[config.mk]
export PLATFORM = sky130hd
export DESIGN_NAME = branch_link_count
export DESIGN_NICKNAME = d
export VERILOG_FILES = /design/src/rtl/blc_pkg.sv /design/src/rtl/blc_rst_sync.sv /design/src/rtl/blc_link_reg.sv /design/src/rtl/blc_count_reg.sv /design/src/rtl/blc_read_port.sv /design/src/rtl/branch_link_count.sv
export SDC_FILE = /design/constraint.sdc
export NUM_CORES = 1
export LEC_CHECK = 0
export CAP_MARGIN = 30
export CORE_ASPECT_RATIO = 0.8
export CORE_MARGIN = 2
export CORE_UTILIZATION = 47
export CTS_BUF_LIST = sky130_fd_sc_hd__clkbuf_8
export DETAILED_ROUTE_END_ITERATION = 10
export PLACE_DENSITY = 0.83
export SLEW_MARGIN = 30
export SYNTH_ARGS = -nofsm -noshare
export SYNTH_HDL_FRONTEND = slang
export SYNTH_HIERARCHICAL = 1
export SYNTH_SLANG_ARGS = --single-unit
[constraint.sdc]
create_clock -name clk -period 2.5 [get_ports clk]
set_input_delay 0.25 -clock clk [delete_from_list [all_inputs] [get_ports clk]]
set_output_delay 0.25 -clock clk [all_outputs]
set_load 0.1 [all_outputs]
[src/rtl/blc_pkg.sv]
package blc_pkg;
  // Special-register select codes shared by both ports.
  typedef enum logic {
    SEL_LINK  = 1'b0,
    SEL_COUNT = 1'b1
  } spr_sel_e;
endpackage

[src/rtl/blc_rst_sync.sv]
module blc_rst_sync #(
  parameter int STAGES = 2
) (
  input  logic clk,
  input  logic rst_async_n,
  output logic rst_sync_n
);
  logic [STAGES-1:0] chain_q;
  logic [STAGES-1:0] chain_d;

  always_comb begin
    chain_d = {chain_q[STAGES-2:0], 1'b1};
  end

  always_ff @(posedge clk or negedge rst_async_n) begin
    if (!rst_async_n) chain_q <= '0;
    else              chain_q <= chain_d;
  end

  assign rst_sync_n = chain_q[STAGES-1];
endmodule

[src/rtl/blc_link_reg.sv]
module blc_link_reg #(
  parameter int DATA_W  = 32,
  parameter int ALIGN_W = 2
) (
  input  logic              clk,
  input  logic              sw_we,
  input  logic [DATA_W-1:0] sw_wdata,
  input  logic              br_we,
  input  logic [DATA_W-1:0] br_wdata,
  output logic [DATA_W-1:0] lr_q,
  output logic [DATA_W-1:0] tgt_addr
);
  logic              lr_en;
  logic [DATA_W-1:0] lr_d;

  // Software write has priority over branch capture.
  always_comb begin
    lr_en = sw_we | br_we;
    lr_d  = sw_we ? sw_wdata : br_wdata;
  end

  // No reset: contents survive reset.
  always_ff @(posedge clk) begin
    if (lr_en) lr_q <= lr_d;
  end

  generate
    if (ALIGN_W > 0) begin : g_mask
      assign tgt_addr = {lr_q[DATA_W-1:ALIGN_W], {ALIGN_W{1'b0}}};
    end else begin : g_nomask
      assign tgt_addr = lr_q;
    end
  endgenerate
endmodule

[src/rtl/blc_count_reg.sv]
module blc_count_reg #(
  parameter int DATA_W = 32
) (
  input  logic              clk,
  input  logic              sw_we,
  input  logic [DATA_W-1:0] sw_wdata,
  input  logic              dec_req,
  output logic [DATA_W-1:0] ctr_q,
  output logic              zero
);
  logic              ctr_en;
  logic [DATA_W-1:0] ctr_d;
  logic [DATA_W-1:0] dec_val;

  always_comb begin
    dec_val = ctr_q - DATA_W'(1);
    ctr_en  = sw_we | dec_req;
    ctr_d   = sw_we ? sw_wdata : dec_val;
    zero    = dec_req ? (dec_val == '0) : (ctr_q == '0);
  end

  always_ff @(posedge clk) begin
    if (ctr_en) ctr_q <= ctr_d;
  end
endmodule

[src/rtl/blc_read_port.sv]
module blc_read_port #(
  parameter int DATA_W = 32
) (
  input  logic              clk,
  input  logic              rst_n,
  input  logic              rd_en,
  input  blc_pkg::spr_sel_e rd_sel,
  input  logic [DATA_W-1:0] lr_val,
  input  logic [DATA_W-1:0] ctr_val,
  output logic [DATA_W-1:0] rdata
);
  logic [DATA_W-1:0] rdata_d;

  always_comb begin
    rdata_d = (rd_sel == blc_pkg::SEL_COUNT) ? ctr_val : lr_val;
  end

  always_ff @(posedge clk or negedge rst_n) begin
    if (!rst_n)     rdata <= '0;
    else if (rd_en) rdata <= rdata_d;
  end
endmodule

[src/rtl/branch_link_count.sv]
module branch_link_count #(
  parameter int DATA_W      = 32,
  parameter int ALIGN_W     = 2,
  parameter int SYNC_STAGES = 2
) (
  input  logic              clk,
  input  logic              rst_n,
  input  logic              br_valid,
  input  logic              br_link,
  input  logic              br_dec_ctr,
  input  logic              br_taken,
  input  logic              br_to_lr,
  input  logic [DATA_W-1:0] br_next_pc,
  input  logic              spr_wr_en,
  input  logic              spr_wr_sel,
  input  logic [DATA_W-1:0] spr_wdata,
  input  logic              spr_rd_en,
  input  logic              spr_rd_sel,
  output logic [DATA_W-1:0] spr_rdata,
  output logic              redirect_valid,
  output logic [DATA_W-1:0] redirect_addr,
  output logic              ctr_zero
);
  import blc_pkg::*;

  logic              rst_sync_n;
  spr_sel_e          wr_sel;
  spr_sel_e          rd_sel;
  logic              sw_lr_we;
  logic              sw_ctr_we;
  logic              br_lr_we;
  logic              br_ctr_dec;
  logic [DATA_W-1:0] lr_q;
  logic [DATA_W-1:0] ctr_q;

  always_comb begin
    wr_sel         = spr_sel_e'(spr_wr_sel);
    rd_sel         = spr_sel_e'(spr_rd_sel);
    sw_lr_we       = spr_wr_en & (wr_sel == SEL_LINK);
    sw_ctr_we      = spr_wr_en & (wr_sel == SEL_COUNT);
    br_lr_we       = br_valid & br_link;
    br_ctr_dec     = br_valid & br_dec_ctr;
    redirect_valid = br_valid & br_to_lr & br_taken;
  end

  blc_rst_sync #(.STAGES(SYNC_STAGES)) u_rst_sync (
    .clk         (clk),
    .rst_async_n (rst_n),
    .rst_sync_n  (rst_sync_n)
  );

  blc_link_reg #(.DATA_W(DATA_W), .ALIGN_W(ALIGN_W)) u_link (
    .clk      (clk),
    .sw_we    (sw_lr_we),
    .sw_wdata (spr_wdata),
    .br_we    (br_lr_we),
    .br_wdata (br_next_pc),
    .lr_q     (lr_q),
    .tgt_addr (redirect_addr)
  );

  blc_count_reg #(.DATA_W(DATA_W)) u_count (
    .clk      (clk),
    .sw_we    (sw_ctr_we),
    .sw_wdata (spr_wdata),
    .dec_req  (br_ctr_dec),
    .ctr_q    (ctr_q),
    .zero     (ctr_zero)
  );

  blc_read_port #(.DATA_W(DATA_W)) u_read (
    .clk     (clk),
    .rst_n   (rst_sync_n),
    .rd_en   (spr_rd_en),
    .rd_sel  (rd_sel),
    .lr_val  (lr_q),
    .ctr_val (ctr_q),
    .rdata   (spr_rdata)
  );
endmodule

After elaboration in Yosys (flattened, before gate mapping):

Cells that the tools add are included.

* bitwise logic cells: 9
* $add $sub $neg: 1
* reduce and logical (&&, ||, !) cells: 2
* mux-type cells: 4

Operators by type and width (count)
* 32-bit two-way mux: 3
* 32-bit zero test: 2
* 32-bit by 1-bit subtractor with 32-bit output (second input constant): 1
* 1-bit AND: 6
* 1-bit bitwise OR: 2
* 1-bit two-way mux: 1
* 1-bit NOT: 1

* output and inout port bits: 66
* logic and storage cells: 20
* input bits: 75
* register bits after elaboration: 98

Logic depth before layout (Yosys ltp):

Gate-level depths: netlist of run 1.

* depth after elaboration: 3
* mapped depth: 8
* mapped depth without buffers: 8

Modules after synthesis:

Netlist of run 1, hierarchy kept.

By module, submodules not included
* blc_count_reg: seq. area each 960.9 µm², cells each 243, area an instance 2398.6 µm², instances 1
* blc_link_reg: seq. area each 960.9 µm², cells each 102, area an instance 1751.7 µm², instances 1
* blc_read_port: seq. area each 800.8 µm², cells each 139, area an instance 1506.4 µm², instances 1
* blc_rst_sync: seq. area each 50.0 µm², cells each 3, area an instance 53.8 µm², instances 1
* branch_link_count: seq. area each 0.0 µm², cells each 5, area an instance 31.3 µm², instances 1

Worst setup path before layout of run 1:

Ideal clock, no wire load.

* path type: register to output
* from: register u_count.ctr_q[0]
* to: output port ctr_zero
* setup slack: -0.646 ns
* required time: 2.250 ns
* arrival time: 2.896 ns
* cell stages (with the launch flop): 9
* buffers on the path: 0
* cells stage by stage: edfxtp_1 inv_1 ha_1 or3b_2 nor4b_1 o211a_1 o211ai_1 a2111oi_2 a31o_1

* longest elaborated chain between the ends: 3
* elaborated cells between the ends (all ways): 4
* classes of those cells: add/sub (1); mux (1); reduce/logical (2)

RTL lines
* start, declared: line blc_count_reg.sv:8 `output logic [DATA_W-1:0] ctr_q,`
* start signal, assigned: line blc_count_reg.sv:23 `if (ctr_en) ctr_q <= ctr_d;`
* 32-bit by 1-bit subtractor with 32-bit output: line blc_count_reg.sv:16 `dec_val = ctr_q - DATA_W'(1);`
* 32-bit zero test: line blc_count_reg.sv:19 `zero = dec_req ? (dec_val == '0) : (ctr_q == '0);`
* 1-bit two-way mux *: line blc_count_reg.sv:19
* end, declared: line branch_link_count.sv:22 `output logic ctr_zero`

Mark *: on every way between the ends. The rest lies on a longest branch, timed or not.

Worst setup path in the final report of run 1:

* from: register u_count.ctr_q[7]
* to: output port ctr_zero

Same word-level chain as after synthesis.

==> reports/metrics.csv, run 1 <==
metric,value,unit
run_status,"complete, but fails checks",
violations,setup timing,
viasPerCell,5.336,
maxCapViolations,0,
cp_top_family,simple AND/OR/NAND/NOR gates,
num_rows,36,
yosysMostFrequentCell,edfxtp_1,
drcViolationCount,0,
dp_hpwl,10550,um
clock_latency,0.38,ns
cts-root-buf,clkbuf_8,
r2r_end,u_count/ctr_q[28],
cp-endpoint,ctr_zero,
cts_max_path_buffers,2,
ys_warn_count,6,
syn_avg_cell_area,11.67,um2
n_fill_cell,956,
ios,141,
grt_antenna_before_repair,0,
rr_worst_depth,10,
slew_violations,0,
swShare,40.99,%
cts_buffers,9,
drtAntennaViolNets,0,
overflow,0,
async_flop_share,34.69,%
finalHoldViolCount,0,
final_layout_size_suffix_gt1_share,35.52,%
final_cell_area,7627,um2
die_y,102.9,um
cp.depth,7,
cts.sinks,98,
synthToLayoutAreaGrowth,32.84,%
wl_per_cell,17.27,um
synth_seq_cells,98,
grt_setup_unrepaired,true,
yosysUniqueCellTypes,65,
fin_util,63.42,%
crit_buf_inv,1,
clk_pin_slew,0.09,ns
start_util,47.74,%
detailroute.via_count,4386,
relSlewSlack,64.32,%
cp-start-kind,register,
layout.nets,742,
cp.arrival,2.84,ns
setup-tns-final,-0.5897,ns
synth_top_area_cell,edfxtp_1,
p_comb_share,39.7,%
grt_usage,22.04,%
setup_viol,1,
layoutNonFillerInstCount,822,
grt_max_degree,65,
reg2reg_slack,0.10,ns
setup_ws,-0.5897,ns
clkPwrFrac,18.1,%
pre_cts_ws,-0.1913,ns
placed_cells,799,
critPathRequiredTime,2.25,ns
power_density,646.7,nW/um2
core,12030,um2
crit_fanout,8,
internal_power,0.002911,W
die_area,13120,um2
slowest_delay,0.54,ns
grt_pass1_wl,22380,um
synthTopCellsByCount,"edfxtp_1 (64), nor2_1 (46), nand2_1 (37)",
p_switching,0.002022,W
crit_chain,or4_4 > nor4_1 > and4b_1 > o2111ai_1 > a2111oi_2 > a31o_4 > buf_12,
synth_edf_count,64,
synth_top_area_share,33.47,%
fin_skew,0.007421,ns
htree_levels,3,
cp_slowest_cell,edfxtp_1,
wl,14190,um
netlist_area,5742,um2
seqPwrFrac,42.2,%
crit_start,u_count/ctr_q[7],
min_path_type,in -> async,
peakVddDrop,272.3,uV
gp_congestion,0.8729,
criticalPathCategory,reg -> out,
diodes,0,
r2r_start,u_count/ctr_q[0],
period_share,123.6,%
grt_pass1_vias,4410,
finalCriticalPeriod,3.090,ns
yosys-top-cells-area,"edfxtp_1 (33%), dfrtp_1 (15%), mux2_4 (7.6%)",
io_buffers,138,
max_freq,323.7,MHz
yosysSeqAreaShare,48.29,%
die_w,127.6,um
cts_tree,yes,
cts.hold.buffers_added,0,
drt_iter0_drc,298,
power_leakage,3.145,nW
dr.pass1.iters,4,
synth_cells,492,
end_kind,output port,
synth_ff_type,edfxtp_1,
dpl_cell_area,7297,um2
tightest_slew,0.5352,ns
layout make-up:
class / count / area (um2) / share of cell area [%]
well taps: 152 / 190.2 / 2.493
clock buffers: 10 / 137.6 / 1.804
clock inverters: 6 / 26.28 / 0.3445
flip-flops and latches: 98 / 2773 / 36.35
multi-input cells: 329 / 2590 / 33.96
inverters: 6 / 22.52 / 0.2953
repair buffers: 221 / 1888 / 24.75
worst reg2reg max path: cells and delay by family, from the launching register on:
family	cells	cell delay, ns
buffers and inverters	3	0.40
AND/OR/NAND/NOR	4	1.01
XOR/XNOR	1	0.15
adder cells (fa/ha/maj)	1	0.14
AO/OA/AOI/OAI	1	0.07
flip-flops	1	0.41
logic make-up after synthesis:
logic type | Yosys count | synth area share (%)
AO/OA/AOI/OAI | 80 | 8.346
multiplexers | 74 | 15.69
other | 2 | 0.1308
adder cells (fa/ha/maj) | 2 | 0.4358
XOR/XNOR | 24 | 3.661
AND/OR/NAND/NOR | 146 | 14.49
buffers and inverters | 66 | 8.956
flip-flops | 98 | 48.29
layer usage:
layer,GRT usage [%],vias up,wire [um]
li1,-,2096,-
met1,30.90,2135,6631
met2,34.84,146,6531
met3,5.916,9,927
met4,4.649,0,104
met5,0,-,0
stage by stage:
stage | power (W) | hold slack (ns)
floorplan | 0.003545 | -0.04559
global placement | 0.004007 | 0.3019
detailed placement | 0.004035 | 0.3094
CTS | 0.004952 | 0.007401
global route | 0.005141 | 0.01050
finish | 0.004933 | 0.02381
timing repair:
item,CTS,global route
buffers inserted,3,4
setup endpoints to repair,1,3
hold endpoints to repair,0,0
pin swaps,4,5
gates resized for setup,8,13
cell usage in the layout, fill, tap and decap left out, types with 4 or more instances in the layout:
| cell | synthesis | final |
|---|---|---|
| nor4_4 | 3 | 4 |
| nand2_1 | 37 | 37 |
| buf_4 | 33 | 142 |
| xnor2_1 | 14 | 13 |
| o21ai_0 | 18 | 18 |
| nor3_1 | 11 | 11 |
| mux2_2 | 12 | 12 |
| nor2_1 | 46 | 46 |
| or4_4 | 1 | 4 |
| mux2i_1 | 33 | 33 |
| dfrtp_1 | 34 | 34 |
| mux2_4 | 29 | 29 |
| xor2_1 | 10 | 9 |
| inv_1 | 6 | 7 |
| clkbuf_8 | 0 | 10 |
| clkdlybuf4s50_1 | 0 | 72 |
| buf_12 | 6 | 4 |
| nor4_1 | 10 | 6 |
| edfxtp_1 | 64 | 64 |
| o21ai_1 | 5 | 5 |
| a21oi_1 | 35 | 35 |
| o31ai_1 | 4 | 4 |
registers in the layout (all words and copies together), names as in the netlist:
register / cells
u_link/lr_q: 32
u_read/rdata: 32
u_count/ctr_q: 32
u_rst_sync/chain_q: 2
worst min-delay path by stage:
stage | startpoint | endpoint | slack, ns | cells after the start
2_1_floorplan | rst_n | u_rst_sync/chain_q[0] | -0.05 | 0
3_5_place_dp | u_rst_sync/chain_q[1] | u_read/rdata[12] | 0.31 | 1
6_report | rst_n | u_rst_sync/chain_q[1] | 0.02 | 1
4_1_cts | rst_n | u_rst_sync/chain_q[1] | 0.007 | 1
3_3_place_gp | u_rst_sync/chain_q[1] | u_read/rdata[10] | 0.30 | 1
5_1_grt | rst_n | u_rst_sync/chain_q[0] | 0.01 | 1
power by group through the flow:
stage	clock [W]	sequential [W]	combinational (W)
finish	0.000895	0.00208	0.00196
global route	0.000991	0.00211	0.00205
CTS	0.000928	0.00208	0.00195
detailed placement	0	0.00211	0.00192
global placement	0	0.00210	0.00190
floorplan	0	0.00262	0.000926
No activity file was read; power rests on OpenSTA's default activity.
==> run 2: changes to the inputs <==
--- a/config.mk
+++ b/config.mk
@@ -12,8 +12,10 @@
 export CTS_BUF_LIST = sky130_fd_sc_hd__clkbuf_8
 export DETAILED_ROUTE_END_ITERATION = 10
 export PLACE_DENSITY = 0.83
+export SKIP_CTS_REPAIR_TIMING = 1
 export SLEW_MARGIN = 30
 export SYNTH_ARGS = -nofsm -noshare
 export SYNTH_HDL_FRONTEND = slang
 export SYNTH_HIERARCHICAL = 1
 export SYNTH_SLANG_ARGS = --single-unit
+export TNS_END_PERCENT = 50
==> run 2 against run 1 <==
The flow still finishes with violations (setup timing). Clock-buffer cell count unchanged. Core utilization shrank 0.23 points. Combinational power is essentially flat. Sequential power is essentially flat. Routed wire length barely moved. Maximum frequency increased by 2.8%. Worst setup slack better by 0.085 ns. Final cell count decreased by 0.24%. Largest power group unchanged.
==> reports/metrics.csv, run 2 (synthesis gave the netlist of run 1 again) <==
metric,value,unit,change
run_status,"complete, but fails checks",,
violations,setup timing,,
slowest_delay,0.52,ns,-0.02 ns
slew_violations,0,,unchanged
rr_worst_depth,10,,unchanged
drt_iter0_drc,257,,-14%
r2r_start,u_count/ctr_q[1],,
period_share,120.2,%,-3.4 points
drcViolationCount,0,,unchanged
criticalPathCategory,reg -> out,,
wl_per_cell,17.32,um,+0.31%
viasPerCell,5.384,,+0.91%
total_power,0.004931,W,about the same
setup-tns-final,-0.5048,ns,+0.08486 ns
crit_chain,buf_4 > nor4_2 > nand2_1 > nor4_1 > xor2_1 > nor4_4 > a31o_4 > buf_12,,
detailroute.via_count,4415,,+0.66%
internal_power,0.002908,W,about the same
drtAntennaViolNets,0,,unchanged
io_buffers,138,,unchanged
p_comb_share,39.7,%,about the same
cts_tree,yes,,
final_layout_size_suffix_gt1_share,34.73,%,-0.79 points
crit_fanout,8,,unchanged
final_common_cell,buf_4,,
p_switching,0.002023,W,about the same
htree_levels,3,,unchanged
cp_slowest_cell,edfxtp_1,,
relSlewSlack,65.03,%,+0.71 points
layout_top_registers,"u_count/ctr_q (32), u_link/lr_q (32), u_read/rdata (32)",,
clock_latency,0.38,ns,about the same
grt_usage,21.99,%,-0.050 points
seqPwrFrac,42.1,%,about the same
grt_pass1_vias,4396,,-0.32%
finalHoldViolCount,0,,unchanged
dp_hpwl,10550,um,unchanged
clkPwrFrac,18.2,%,about the same
synthToLayoutAreaGrowth,32.36,%,
power_density,648.9,nW/um2,+0.34%
critPathRequiredTime,2.25,ns,about the same
layout.nets,740,,-0.27%
finalCriticalPeriod,3.005,ns,-0.08486 ns
layoutNonFillerInstCount,820,,-0.24%
placed_cells,799,,unchanged
cp.arrival,2.75,ns,-0.09 ns
grt_max_degree,65,,unchanged
swShare,41.03,%,about the same
die_y,102.9,um,unchanged
cts.sinks,98,,unchanged
ios,141,,unchanged
setup_viol,1,,unchanged
power_leakage,3.131,nW,-0.45%
cp-start-kind,register,,
wl,14200,um,about the same
peakVddDrop,273.6,uV,+0.50%
cts-root-buf,clkbuf_8,,
max_freq,332.8,MHz,+2.8%
die_w,127.6,um,unchanged
setup_ws,-0.5048,ns,+0.08486 ns
num_rows,36,,unchanged
cts_buffers,9,,unchanged
clk_pin_slew,0.08,ns,about the same
maxCapViolations,0,,unchanged
diodes,0,,unchanged
gp_congestion,0.8729,,unchanged
grt_antenna_before_repair,0,,unchanged
tightest_slew,0.5245,ns,-0.01072 ns
fin_skew,0.008138,ns,+0.0007169 ns
grt_pass1_wl,22320,um,-0.28%
cts_max_path_buffers,2,,unchanged
start_util,47.74,%,unchanged
mostFrequentLayoutCells,"buf_4 (140), clkdlybuf4s50_1 (72), edfxtp_1 (64)",,
core,12030,um2,unchanged
dr.pass1.iters,5,,+1
grt_setup_unrepaired,true,,
min_path_type,in -> async,,
die_area,13120,um2,unchanged
overflow,0,,unchanged
r2r_end,u_count/ctr_q[28],,
reg2reg_slack,0.07,ns,-0.03 ns
end_kind,output port,,
==> run 2: changes by cell type in the layout (fill, tap and decap cells not counted), sizes merged <==
| cell | previous run | this run |
|---|---|---|
| buf | 149 | 147 |
==> run 2: per-layer routing <==
| metal | up-vias | share of wire (%) | global-route usage [%] |
|---|---|---|---|
| met5 | - | 0 | 0 |
| met4 | 0 | 0.73 | 4.649 |
| met3 | 8 | 6.3 | 5.916 |
| met2 | 144 | 46 | 34.59 |
| met1 | 2170 | 47 | 30.94 |
| li1 | 2093 | - | - |
==> run 2: how the worst max path moves through the flow <==
| stage | slack (ns) | start | end | cells after the start |
|---|---|---|---|---|
| detailed placement | -0.19 | u_count/ctr_q[24] | ctr_zero | 7 |
| finish | -0.50 | u_count/ctr_q[7] | ctr_zero | 8 |
| floorplan | -0.15 | u_count/ctr_q[0] | ctr_zero | 8 |
| CTS | -0.65 | u_count/ctr_q[24] | ctr_zero | 7 |
| global placement | -0.1 | u_count/ctr_q[1] | ctr_zero | 9 |
| global route | -0.66 | u_count/ctr_q[7] | ctr_zero | 8 |
==> run 2: power groups by stage <==
stage | registers (W) | clock network (W) | logic [W]
after floorplan | 0.00262 | 0 | 0.000926
after global placement | 0.00210 | 0 | 0.00190
after detailed placement | 0.00211 | 0 | 0.00192
after CTS | 0.00208 | 0.000928 | 0.00193
after global routing | 0.00210 | 0.000984 | 0.00204
final | 0.00208 | 0.000896 | 0.00196
==> run 2: final cells by class <==
cell class | instances | area (um2)
sequential | 98 | 2773
timing repair buffer | 219 | 1873
clock inverter | 6 | 26.28
clock buffer | 10 | 137.6
inverter | 6 | 22.52
multi-input combinational | 329 | 2577
fill | 954 | 4427
tap | 152 | 190.2
==> run 2: stage by stage <==
| step | util [%] | worst slack (ns) | hold WS, ns | instance area [um2] |
|---|---|---|---|---|
| 2_1_floorplan | - | -0.1478 | -0.04559 | 5759 |
| 3_3_place_gp | 60.67 | -0.09701 | 0.3019 | 7297 |
| 3_5_place_dp | 60.67 | -0.1913 | 0.3094 | 7297 |
| 4_1_cts | 62.04 | -0.6475 | 0.007401 | 7461 |
| 5_1_grt | 63.19 | -0.6553 | 0.01143 | 7600 |
| 6_report | 63.19 | -0.5048 | 0.02743 | 7600 |
==> run 2: critical path, delay by kind of cell (launching register included) <==
| family | cells | cell delay [ns] |
|---|---|---|
| simple gates | 4 | 1.07 |
| flops | 1 | 0.52 |
| buf+inv | 2 | 0.37 |
| xor+xnor | 1 | 0.21 |
| compound gates | 1 | 0.21 |
==> run 3: changes to the inputs <==
--- a/config.mk
+++ b/config.mk
@@ -7,7 +7,7 @@
 export LEC_CHECK = 0
 export CAP_MARGIN = 30
 export CORE_ASPECT_RATIO = 0.8
-export CORE_MARGIN = 2
+export CORE_MARGIN = 5
 export CORE_UTILIZATION = 47
 export CTS_BUF_LIST = sky130_fd_sc_hd__clkbuf_8
 export DETAILED_ROUTE_END_ITERATION = 10
==> run 3 against run 2 <==
The flow still finishes with violations (setup timing). Via count fell by 1.9%. First-iteration DRC count decreased by 40%. Critical path type unchanged. Worst hold slack gained 0.27 ns. Final cell count unchanged. Final area about the same. Clock skew up 0.0056 ns. Sequential power barely moved. Sequential share of layout area barely moved. Clock-buffer cell count decreased by 1. Maximum frequency decreased by 0.97%. Die area rose by 11%. Largest power group unchanged.
==> reports/metrics.csv, run 3 (synthesis gave the netlist of run 1 again) <==
metric,value,unit,change
run_status,"complete, but fails checks",,
violations,setup timing,,
crit_fanout,3,,-5
wl_per_cell,17.63,um,+1.8%
power_leakage,3.102,nW,-0.91%
diodes,0,,unchanged
setup_viol,1,,unchanged
maxCapViolations,0,,unchanged
power_density,657.6,nW/um2,+1.3%
period_share,121.4,%,+1.2 points
viasPerCell,5.283,,-1.9%
num_rows,36,,unchanged
final_common_cell,buf_4,,
n_fill_cell,962,,+0.84%
criticalPathCategory,reg -> out,,
die_w,133.6,um,+4.7%
critPathRequiredTime,2.25,ns,about the same
max_freq,329.6,MHz,-0.97%
io_buffers,138,,unchanged
grt_usage,19.97,%,-2.0 points
drtAntennaViolNets,0,,unchanged
die_area,14540,um2,+11%
finalHoldViolCount,0,,unchanged
die_y,108.9,um,+5.8%
final_layout_size_suffix_gt1_share,34.13,%,-0.60 points
htree_levels,3,,unchanged
grt_antenna_before_repair,0,,unchanged
peakVddDrop,398.4,uV,+46%
p_switching,0.002018,W,-0.27%
fin_util,62.95,%,-0.25 points
grt_pass1_vias,4405,,+0.20%
cts-root-buf,clkbuf_8,,
swShare,40.38,%,-0.65 points
mostFrequentLayoutCells,"buf_4 (139), clkdlybuf4s50_1 (72), edfxtp_1 (64)",,
drt_iter0_drc,155,,-40%
clock_latency,0.38,ns,about the same
p_comb_share,39.0,%,-0.7 points
start_util,47.56,%,-0.18 points
cts.sinks,98,,unchanged
layout_top_registers,"u_count/ctr_q (32), u_link/lr_q (32), u_read/rdata (32)",,
detailroute.via_count,4332,,-1.9%
finalHoldWorstSlack,0.3010,ns,+0.2736 ns
dpl_cell_area,7247,um2,-0.69%
finalCriticalPeriod,3.034,ns,+0.02952 ns
seqPwrFrac,41.7,%,-0.4 points
grt_pass1_wl,22760,um,+2.0%
cp.arrival,2.78,ns,+0.03 ns
synthToLayoutAreaGrowth,32.34,%,about the same
wl,14460,um,+1.8%
slew_violations,0,,unchanged
grt_max_degree,43,,-34%
clkPwrFrac,19.3,%,+1.1 points
tightest_slew,0.6100,ns,+0.08549 ns
dp_hpwl,11180,um,+5.9%
layoutNonFillerInstCount,820,,unchanged
ios,141,,unchanged
grt_setup_unrepaired,true,,
final_cell_area,7599,um2,about the same
placed_cells,794,,-0.63%
core,12070,um2,+0.38%
relSlewSlack,59.33,%,-5.7 points
clk_pin_slew,0.09,ns,about the same
drcViolationCount,0,,unchanged
setup_ws,-0.5343,ns,-0.02952 ns
cts_tree,yes,,
fin_skew,0.01378,ns,+0.005640 ns
overflow,0,,unchanged
cts_max_path_buffers,2,,unchanged
internal_power,0.002979,W,+2.4%
cts_buffers,9,,unchanged
end_kind,output port,,
layout.nets,741,,+0.14%
dr.pass1.iters,4,,-1
cp-start-kind,register,,
gp_congestion,0.9052,,+3.7%
min_path_type,reg -> async,,
total_power,0.004997,W,+1.3%
==> run 3: power by group through the flow <==
stage / sequential, W / combinational, W / clock [W]
2_1_floorplan: 0.00262 / 0.000926 / 0
4_1_cts: 0.00208 / 0.00192 / 0.00100
5_1_grt: 0.00211 / 0.00203 / 0.00106
3_3_place_gp: 0.00211 / 0.00190 / 0
6_report: 0.00209 / 0.00195 / 0.000964
3_5_place_dp: 0.00212 / 0.00192 / 0
==> run 3: final timing paths <==
| kind | cells past startpoint | endpoint | slack [ns] | from |
|---|---|---|---|---|
| worst min register to register | 1 | u_read/rdata[11] | 0.30 | u_rst_sync/chain_q[1] |
| worst max register to register | 7 | u_count/ctr_q[30] | 0.01 | u_count/ctr_q[25] |
| worst min-delay path | 1 | u_read/rdata[11] | 0.30 | u_rst_sync/chain_q[1] |
| max in group asynchronous | 2 | u_rst_sync/chain_q[0] | 1.81 | rst_n |
| min in group clk | 0 | u_rst_sync/chain_q[1] | 0.36 | u_rst_sync/chain_q[0] |
| worst max-delay path | 11 | ctr_zero | -0.53 | u_count/ctr_q[0] |
==> run 3: layout make-up <==
class / count / area (um2) / area share, %
flip-flops and latches: 98 / 2773 / 36.49
multi-input cells: 329 / 2559 / 33.67
repair buffers: 220 / 1878 / 24.72
well taps: 152 / 190.2 / 2.503
clock buffers: 9 / 123.9 / 1.630
clock inverters: 6 / 52.55 / 0.6916
inverters: 6 / 22.52 / 0.2964
==> run 3: per-layer routing <==
metal  vias up  track usage [%]  share of wire (%)  wire [um]
li1       2096                -                  -          -
met1      2073            26.77                 46       6594
met2       157            32.39                 46       6681
met3         6            6.181                7.6       1096
met4         0            4.112               0.60         87
met5         -                0                  0          0
==> run 3: per-stage QoR <==
stage                     setup TNS [ns]  setup WS, ns
after global routing             -0.7745       -0.6905
after floorplan                  -0.1478       -0.1478
after CTS                        -0.6448       -0.6448
after global placement          -0.08420      -0.08420
after detailed placement         -0.1977       -0.1977
final                            -0.5343       -0.5343
==> run 3: critical path, stage by stage (launching register included) <==
cell	delay, ns
edfxtp_1	0.42
inv_2	0.10
ha_4	0.14
nor3b_4	0.22
buf_4	0.15
buf_4	0.10
o21ai_1	0.12
or3_1	0.37
a32oi_2	0.28
a2111oi_4	0.09
a31o_4	0.25
buf_12	0.16
